### src/rtl/cpl_ring_pkg.sv
package cpl_ring_pkg;
  localparam int unsigned RING_MIN  = 64;
  localparam int unsigned RING_STEP = 32;
  localparam int unsigned RING_CEIL = 8160;

  // Legal ring length: aligned to RING_STEP, between RING_MIN and cap
  function automatic logic size_ok(input logic [31:0] sz, input logic [31:0] cap);
    return (sz >= RING_MIN) && (sz <= cap) && ((sz & (RING_STEP - 1)) == 0);
  endfunction
endpackage

### src/rtl/gen_ring_ptr.sv
module gen_ring_ptr #(
  parameter int unsigned IDX_W = 8
) (
  input  logic             clk,
  input  logic             rst_n,
  input  logic             adv,
  input  logic [IDX_W-1:0] last_idx,
  output logic [IDX_W-1:0] idx,
  output logic             gen
);
  always_ff @(posedge clk) begin
    if (!rst_n) begin
      idx <= '0;
      gen <= 1'b1;
    end else if (adv) begin
      if (idx == last_idx) begin
        idx <= '0;
        gen <= ~gen;
      end else begin
        idx <= idx + 1'b1;
      end
    end
  end
endmodule

### src/rtl/gen_ring_store.sv
module gen_ring_store #(
  parameter int unsigned DEPTH  = 256,
  parameter int unsigned IDX_W  = 8,
  parameter int unsigned DATA_W = 8
) (
  input  logic              clk,
  input  logic              rst_n,
  input  logic              we,
  input  logic [IDX_W-1:0]  widx,
  input  logic              wgen,
  input  logic [DATA_W-1:0] wdata,
  input  logic [IDX_W-1:0]  ridx,
  input  logic              exp_gen,
  output logic              vld,
  output logic [DATA_W-1:0] rdata
);
  logic              gen_q  [DEPTH];
  logic [DATA_W-1:0] data_q [DEPTH];

  for (genvar i = 0; i < DEPTH; i++) begin : g_slot
    always_ff @(posedge clk) begin
      if (!rst_n)
        gen_q[i] <= 1'b0;
      else if (we && (widx == IDX_W'(i)))
        gen_q[i] <= wgen;
    end
    always_ff @(posedge clk) begin
      if (we && (widx == IDX_W'(i)))
        data_q[i] <= wdata;
    end
  end

  assign vld   = (gen_q[ridx] == exp_gen);
  assign rdata = data_q[ridx];
endmodule

### src/rtl/gen_ring_occupancy.sv
module gen_ring_occupancy #(
  parameter int unsigned IDX_W = 8,
  parameter int unsigned CNT_W = 9
) (
  input  logic [IDX_W-1:0] rd_idx,
  input  logic [IDX_W-1:0] wr_idx,
  input  logic [CNT_W-1:0] ring_n,
  output logic [CNT_W-1:0] free_cnt,
  output logic             near_full
);
  logic [CNT_W:0]   base;
  logic [CNT_W:0]   sum;
  logic [CNT_W-1:0] pending;

  always_comb begin
    base      = (rd_idx > wr_idx) ? '0 : {1'b0, ring_n};
    sum       = base + (CNT_W+1)'(rd_idx) - (CNT_W+1)'(wr_idx) - (CNT_W+1)'(1);
    free_cnt  = sum[CNT_W-1:0];
    pending   = ring_n - CNT_W'(1) - free_cnt;
    near_full = {pending, 1'b0} > {1'b0, ring_n};
  end
endmodule

### src/rtl/cpl_gen_ring.sv
module cpl_gen_ring
  import cpl_ring_pkg::*;
#(
  parameter int unsigned MAX_ENTRIES = 256,
  parameter int unsigned DATA_W      = 8,
  parameter int unsigned IDX_W       = $clog2(MAX_ENTRIES),
  parameter int unsigned CNT_W       = $clog2(MAX_ENTRIES + 1)
) (
  input  logic              clk,
  input  logic              rst_n,
  input  logic [CNT_W-1:0]  cfg_size,
  input  logic              wr_valid,
  output logic              wr_ready,
  input  logic [DATA_W-1:0] wr_data,
  output logic              rd_valid,
  input  logic              rd_ready,
  output logic [DATA_W-1:0] rd_data,
  output logic [CNT_W-1:0]  free_cnt,
  output logic              near_full,
  output logic              wr_overrun,
  output logic              cfg_err
);
  localparam logic [CNT_W-1:0] FALLBACK_N = CNT_W'(RING_MIN);

  logic [CNT_W-1:0] ring_n;
  logic [CNT_W-1:0] n_minus1;
  logic [IDX_W-1:0] last_idx;
  logic [IDX_W-1:0] wr_idx, rd_idx;
  logic             wr_gen, rd_gen;
  logic             wr_fire, rd_fire;

  // Ring length latched while reset is held
  always_ff @(posedge clk) begin
    if (!rst_n) begin
      if (size_ok(32'(cfg_size), 32'(MAX_ENTRIES))) begin
        ring_n  <= cfg_size;
        cfg_err <= 1'b0;
      end else begin
        ring_n  <= FALLBACK_N;
        cfg_err <= 1'b1;
      end
    end
  end

  assign n_minus1 = ring_n - CNT_W'(1);
  assign last_idx = n_minus1[IDX_W-1:0];

  assign wr_fire = wr_valid & wr_ready;
  assign rd_fire = rd_valid & rd_ready;

  gen_ring_ptr #(.IDX_W(IDX_W)) u_wr_ptr (
    .clk(clk), .rst_n(rst_n), .adv(wr_fire), .last_idx(last_idx),
    .idx(wr_idx), .gen(wr_gen)
  );

  gen_ring_ptr #(.IDX_W(IDX_W)) u_rd_ptr (
    .clk(clk), .rst_n(rst_n), .adv(rd_fire), .last_idx(last_idx),
    .idx(rd_idx), .gen(rd_gen)
  );

  gen_ring_store #(.DEPTH(MAX_ENTRIES), .IDX_W(IDX_W), .DATA_W(DATA_W)) u_store (
    .clk(clk), .rst_n(rst_n), .we(wr_fire), .widx(wr_idx), .wgen(wr_gen),
    .wdata(wr_data), .ridx(rd_idx), .exp_gen(rd_gen), .vld(rd_valid),
    .rdata(rd_data)
  );

  gen_ring_occupancy #(.IDX_W(IDX_W), .CNT_W(CNT_W)) u_occ (
    .rd_idx(rd_idx), .wr_idx(wr_idx), .ring_n(ring_n),
    .free_cnt(free_cnt), .near_full(near_full)
  );

  assign wr_ready = |free_cnt;

  always_ff @(posedge clk) begin
    if (!rst_n) wr_overrun <= 1'b0;
    else        wr_overrun <= wr_valid & ~wr_ready;
  end
endmodule

### config.mk
export PLATFORM = sky130hd
export DESIGN_NAME = cpl_gen_ring
export DESIGN_NICKNAME = d
export VERILOG_FILES = /design/src/rtl/cpl_ring_pkg.sv /design/src/rtl/gen_ring_ptr.sv /design/src/rtl/gen_ring_store.sv /design/src/rtl/gen_ring_occupancy.sv /design/src/rtl/cpl_gen_ring.sv
export SDC_FILE = /design/constraint.sdc
export NUM_CORES = 2
export LEC_CHECK = 0
export CELL_PAD_IN_SITES_DETAIL_PLACEMENT = 1
export CELL_PAD_IN_SITES_GLOBAL_PLACEMENT = 2
export CORE_ASPECT_RATIO = 1.75
export CORE_MARGIN = 1
export CORE_UTILIZATION = 40
export DETAILED_ROUTE_END_ITERATION = 10
export PLACE_DENSITY = 0.78
export SKIP_CTS_REPAIR_TIMING = 1
export SLEW_MARGIN = 20
export SYNTH_ARGS = -nofsm -noshare
export SYNTH_HDL_FRONTEND = slang
export SYNTH_SLANG_ARGS = --single-unit
### constraint.sdc
create_clock -name clk -period 18.1 [get_ports clk]
set_input_delay 2.715 -clock clk [delete_from_list [all_inputs] [get_ports clk]]
set_output_delay 2.715 -clock clk [all_outputs]
set_load 0.01 [all_outputs]
Yosys cells after proc, flatten, opt, wreduce, memory -nomap -nowiden
Memories as Yosys holds them, arrays and structs flattened. A register that Yosys moved wholly into a read port is not among the register bits.
Cells that the tools add are included.
{"block": "totals", "mem_bits_rw": 2304, "register_bits": 29, "n_memories": 2, "out_inout_bits": 22}
{"memory": "u_store.data_q", "depth": 256, "word_bits": 8, "read_ports": 1, "rd_ports_with_merged_regs": 1, "wr": 1, "line": "gen_ring_store.sv:18", "rtl": "logic [DATA_W-1:0] data_q [DEPTH];"}
{"memory": "u_store.gen_q", "depth": 256, "word_bits": 1, "read_ports": 1, "rd_ports_with_merged_regs": 1, "wr": 256, "line": "gen_ring_store.sv:17", "rtl": "logic gen_q [DEPTH];"}
{"block": "classes", "n_reduce_logical": 518, "eq_ne": 258, "bitwise": 262, "n_mux": 2054, "magnitude_cmp": 4, "add_sub_neg": 7}
{"operator": "8-bit 2-to-1 mux", "n": 516}
{"operator": "8-bit OR reduction", "n": 255}
{"operator": "1-bit 2-to-1 mux", "n": 1537}
{"operator": "8-bit equality test, second input constant", "n": 128}
{"operator": "8-bit by 7-bit equality test with 1-bit output, second input constant", "n": 64}
{"operator": "1-bit logical AND", "n": 258}
{"operator": "8-bit by 6-bit equality test with 1-bit output, second input constant", "n": 32}
{"operator": "1-bit bitwise OR", "n": 256}
{"operator": "8-bit by 5-bit equality test with 1-bit output, second input constant", "n": 16}
{"operator": "8-bit by 4-bit equality test with 1-bit output, second input constant", "n": 8}
{"operator": "8-bit by 3-bit equality test with 1-bit output, second input constant", "n": 4}
{"operator": "32-bit logical NOT", "n": 1}
{"operator": "9-bit by 1-bit subtractor with 9-bit output, second input constant", "n": 2}
{"operator": "8-bit by 1-bit adder with 8-bit output, second input constant", "n": 2}
{"operator": "8-bit by 2-bit equality test with 1-bit output, second input constant", "n": 2}
{"operator": "8-bit equality test", "n": 2}
{"operator": "10-bit by 9-bit > comparator with 1-bit output", "n": 1}
{"operator": "9-bit by 8-bit adder with 9-bit output", "n": 1}
{"operator": "9-bit by 7-bit greater-or-equal comparator with 1-bit output, second input constant", "n": 1}
{"operator": "9-bit less-or-equal comparator, second input constant", "n": 1}
{"operator": "9-bit 2-to-1 mux", "n": 1}
{"operator": "9-bit OR reduction", "n": 1}
{"operator": "9-bit by 8-bit subtractor with 9-bit output", "n": 1}
{"operator": "9-bit subtractor", "n": 1}
{"operator": "7 further kinds", "n": 12}

Logic depth before layout (Yosys ltp)
{"block": "logic_depth", "depth_word": 266, "mapped_depth": 27, "mapped_depth_nobuf": 25}

Cells and area by module
A second synthesis with hierarchy kept.
{"block": "hier_totals", "hier_cells": 4737, "area_unflattened_um2": 94808.4}
{"mod": "gen_ring_store", "n_inst": 1, "area_each_um2": 91941.9, "cells_per_inst": 4405}
{"mod": "gen_ring_occupancy", "n_inst": 1, "area_each_um2": 1350.0, "cells_per_inst": 177}
{"mod": "gen_ring_ptr", "n_inst": 2, "area_each_um2": 479.2, "cells_per_inst": 51}
{"mod": "cpl_gen_ring", "n_inst": 1, "area_each_um2": 558.0, "cells_per_inst": 53}

Least setup slack after synthesis
OpenSTA, ideal clock, no wires.
{"block": "synth_timing", "path_kind": "reg2out", "startpoint": "reg u_wr_ptr.idx[6]", "endpoint": "out near_full", "t_arrival_ns": 5.152, "slack_ns": 10.233, "n_path_buf": 2, "path_stages_with_launch": 27, "path_cell_list": "dfxtp_1 -> clkbuf_1 -> inv_1 -> ha_1 -> a21o_1 -> a21o_1 -> a211oi_1 -> or2_2 -> clkbuf_1 -> nand2_1 -> fa_1 -> inv_1 -> ha_1 -> fa_1 -> a21o_1 -> a21oi_1 -> xnor2_1 -> inv_1 -> ha_1 -> o21ai_0 -> nand2b_1 -> a21oi_1 -> xnor2_1 -> ha_1 -> nand4_1 -> nor3_1 -> o21ai_0"}
{"block": "synth_between", "elab_chain_len": 7}
{"element": "start: declaration", "line": "gen_ring_ptr.sv:8", "rtl": "output logic [IDX_W-1:0] idx,"}
{"element": "start signal: assignment", "line": "gen_ring_ptr.sv:20", "rtl": "idx <= idx + 1'b1;"}
{"element": "8-bit > comparator", "line": "gen_ring_occupancy.sv:16", "rtl": "base = (rd_idx > wr_idx) ? '0 : {1'b0, ring_n};"}
{"element": "9-bit 2-to-1 mux", "line": "gen_ring_occupancy.sv:16"}
{"element": "9-bit by 8-bit adder with 9-bit output", "line": "gen_ring_occupancy.sv:17", "rtl": "sum = base + (CNT_W+1)'(rd_idx) - (CNT_W+1)'(wr_idx) - (CNT_W+1)'(1);"}
{"element": "9-bit by 8-bit subtractor with 9-bit output", "line": "gen_ring_occupancy.sv:17"}
{"element": "9-bit by 1-bit subtractor with 9-bit output", "line": "gen_ring_occupancy.sv:17"}
{"element": "net free_cnt[5]", "line": "cpl_gen_ring.sv:18", "rtl": "output logic [CNT_W-1:0] free_cnt,"}
{"element": "9-bit subtractor", "line": "gen_ring_occupancy.sv:19", "rtl": "pending = ring_n - CNT_W'(1) - free_cnt;"}
{"element": "10-bit by 9-bit > comparator with 1-bit output", "line": "gen_ring_occupancy.sv:20", "rtl": "near_full = {pending, 1'b0} > {1'b0, ring_n};"}
{"element": "end: declaration", "line": "cpl_gen_ring.sv:19", "rtl": "output logic near_full,"}
The timed path passes the listed nets, and every way through them passes these cells.

Worst setup path after layout
{"block": "layout_timing", "startpoint": "reg u_wr_ptr.idx[2]", "endpoint": "out near_full"}
{"block": "layout_between", "elab_chain_len": 7}
{"element": "8-bit > comparator", "line": "gen_ring_occupancy.sv:16"}
{"element": "9-bit 2-to-1 mux", "line": "gen_ring_occupancy.sv:16"}
{"element": "9-bit by 8-bit adder with 9-bit output", "line": "gen_ring_occupancy.sv:17"}
{"element": "9-bit by 8-bit subtractor with 9-bit output (*)", "line": "gen_ring_occupancy.sv:17"}
{"element": "9-bit by 1-bit subtractor with 9-bit output (*)", "line": "gen_ring_occupancy.sv:17"}
{"element": "9-bit subtractor (*)", "line": "gen_ring_occupancy.sv:19"}
{"element": "10-bit by 9-bit > comparator with 1-bit output (*)", "line": "gen_ring_occupancy.sv:20"}
Mark *: on every way between the ends. The rest lies on a longest branch, timed or not.

==> reports/qor.yml <==
synth_edf_count: 2313
p_leak_nw: 31.08
row_count: 236
num_vias: 46740
final-setup-viol-count: 0
path_cells: "inv_1 > ha_1 > a21oi_1 > o221ai_1 > a211oi_1 > or2_2 > nand2_1 > fa_1 > inv_1 > ha_1 > fa_1 > inv_1 > ha_1 > nor2b_1 > o21ai_0 > a21boi_0 > o21a_1 > o21ai_0 > nand2b_1 > a21oi_1 > xnor3_1 > o21ai_0 > clkdlybuf4s50_1"
max_slew_margin_pct: 21.92
antenna_found_initial: 17
core_area_mm2: 0.2362
finalPower_mw: 11.40
layout_setup_ws_ps: 8465
port_buffers: 42
period_share_pct: 53.23
overflow: 0
yosys-top-cells-count: "edfxtp_1 (2313), mux4_2 (730), nor2_1 (548), o21ai_0 (274), clkbuf_1 (222)"
p_per_area_mw_per_mm2: 108.2
worstSkewPairLatency_ps: 870
grt_pass1_vias: 50060
cts_tree: "yes"
tns_ps: 0
initial_core_util_pct: 40.30
critical_path_peak_fanout: 8
critPathKind: "reg2out"
placed_cells: 7712
rsz0062_at_grt: "false"
clock-sinks: 2341
drt-initial-drc-count: 3835
routedWlPerCell_um: 30.88
yosys-top-cells-area: "edfxtp_1 (73%), mux4_2 (17%), nor2_1 (2.2%)"
drc: 0
start_kind: "flip-flop"
synth_cell_types: 63
avgViaCountPerCell: 5.757
drive_above_1_share_pct: 22.57
crit_arrival_ps: 6920
worstHoldPathType: "reg2reg"
status: "finished, final reports clean"
dieArea_mm2: 0.2400
synth_seq_cells: 2341
period_minus_slack_ps: 9635
slowest_stage: "fa_1"
avgSynthCellArea_um2: 19.75
required_ps: 15390
dpl.hpwl_um: 158000
cap_violations: 0
skew_ps: 38.76
seq_area_frac_synth_pct: 73.55
synthArstFlopShare_pct: 0
area_delta_synth_final_pct: 10.74
cts_htree_levels: 4
rr_worst_depth: 21
cts_made_buffers: 202
cpPeakStageDelay_ps: 560
drt-total-wl_um: 250600
path_clk_slew_ps: 70
ant_nets: 0
synth_flop_cell: "edfxtp_1"
syn-cell-area_mm2: 0.09520
yosysMostFrequentCell: "edfxtp_1"
die_y_um: 647.4
synth_top_area_cell: "edfxtp_1"
grt_pass1_wl_um: 358500
tightest_slew_ps: 1171
die_w_um: 370.8
hold_path_depth: 2
fin_cells: 8118
max_freq_mhz: 103.8
clock_path_buffers: 4
peakVddDrop_uv: 136.5
clockRootBuffer: "clkbuf_16"
synth_top_cell_area_share_pct: 72.96
grtUsageTotal_pct: 20.78
io_pins: 43
hold_viol_final: 0
ys_warn_count: 0
slew_violations: 0
drt_pass1_iterations: 5
fin_util_pct: 44.63
grt_max_degree: 174
globalplace.congestion: 0.8195
layout.nets: 4889
dpl_worst_slack_ps: 9119
synthCells: 4821
critPathCaptureType: "output port"
==> layout by cell type (no fill, tap or decap), types with 10 or more instances in the layout <==
master and count:
o21ai_0 274, bufinv_16 21, a22oi_1 17, nor2_1 544
dfxtp_1 23, clkinv_1 45, inv_1 62, edfxtp_1 2313
mux2i_1 44, ha_1 36, xnor2_1 35, diode_2 44
fa_1 10, a21oi_1 28, nor3_1 34, buf_4 60
mux4_2 730, clkbuf_1 32, clkinv_2 39, clkdlybuf4s50_1 33
nand3_1 31, a21o_1 10, nand2_1 184, clkbuf_16 206
==> path summary, 6_finish.rpt <==
path / startpoint / end / slack (ps)
max: u_wr_ptr.idx[2] / near_full / 8470
min: u_store.gen_q[128] / u_store.gen_q[128] / 480
max reg2reg: u_wr_ptr.idx[2] / u_store.data_q[115][3] / 10020
min reg2reg: u_store.gen_q[128] / u_store.gen_q[128] / 480
==> routing by layer <==
metal / global-route usage, % / part of all wire (%)
met3: 2.138 / 4.0
met4: 11.11 / 5.3
met5: 0 / 0.018
met2: 38.35 / 55
met1: 23.41 / 35
==> registers in the layout, summed over array words and instances (netlist names), named ones only <==
signal          count
wr_overrun          1
u_rd_ptr.gen        1
u_store.data_q   2048
cfg_err             1
u_wr_ptr.idx        8
u_rd_ptr.idx        8
u_store.gen_q     256
ring_n              9
u_wr_ptr.gen        1
==> power by group <==
part / internal, mW / leakage (nW) / total (mW) / switching (mW)
Combinational: 0.458 / 6.73 / 1.06 / 0.599
Clock: 2.38 / 3.15 / 4.34 / 1.96
Sequential: 5.98 / 21.2 / 6.00 / 0.0200
==> per-stage QoR <==
step | instance area [um^2] | hold WS, ps
after floorplan | 95210 | 431.8
after global placement | 98870 | 452.4
after detailed placement | 98870 | 457.7
after CTS | 105300 | 482.5
after global routing | 105400 | 518.8
final | 105400 | 477.6
==> critical path: cells and delay by family (launching register included) <==
kind	cells	cell delay, ps
AOI/OAI and AO/OA	9	1750
xor gates and xnor gates	1	330
buffers and inverters	4	910
DFF	1	540
adders and majority gates	5	1960
and+or+nand+nor	4	580
==> final cells by class <==
cell class / count / area (um^2)
Antenna cell: 44 / 110.1
Clock buffer: 238 / 5275
Clock inverter: 124 / 1169
Fill cell: 21990 / 130800
Inverter: 64 / 247.7
Multi-Input combinational cell: 2102 / 23630
Sequential cell: 2341 / 70030
Tap cell: 3094 / 3871
Timing Repair Buffer: 111 / 1082
==> logic make-up (layout without fill, tap and decap cells) <==
family | count (synthesis) | count (layout) | synth area share [%]
flip-flops | 2341 | 2341 | 73.55
AND/OR/NAND/NOR | 868 | 868 | 3.734
multiplexers | 781 | 781 | 17.82
buffers and inverters | 382 | 537 | 1.724
AO/OA/AOI/OAI | 361 | 361 | 2.091
adder cells (fa/ha/maj) | 46 | 46 | 0.6835
XOR/XNOR | 41 | 41 | 0.3917
other | 1 | 49 | 0.003939
Note: power is estimated with default switching activity, not from simulation.
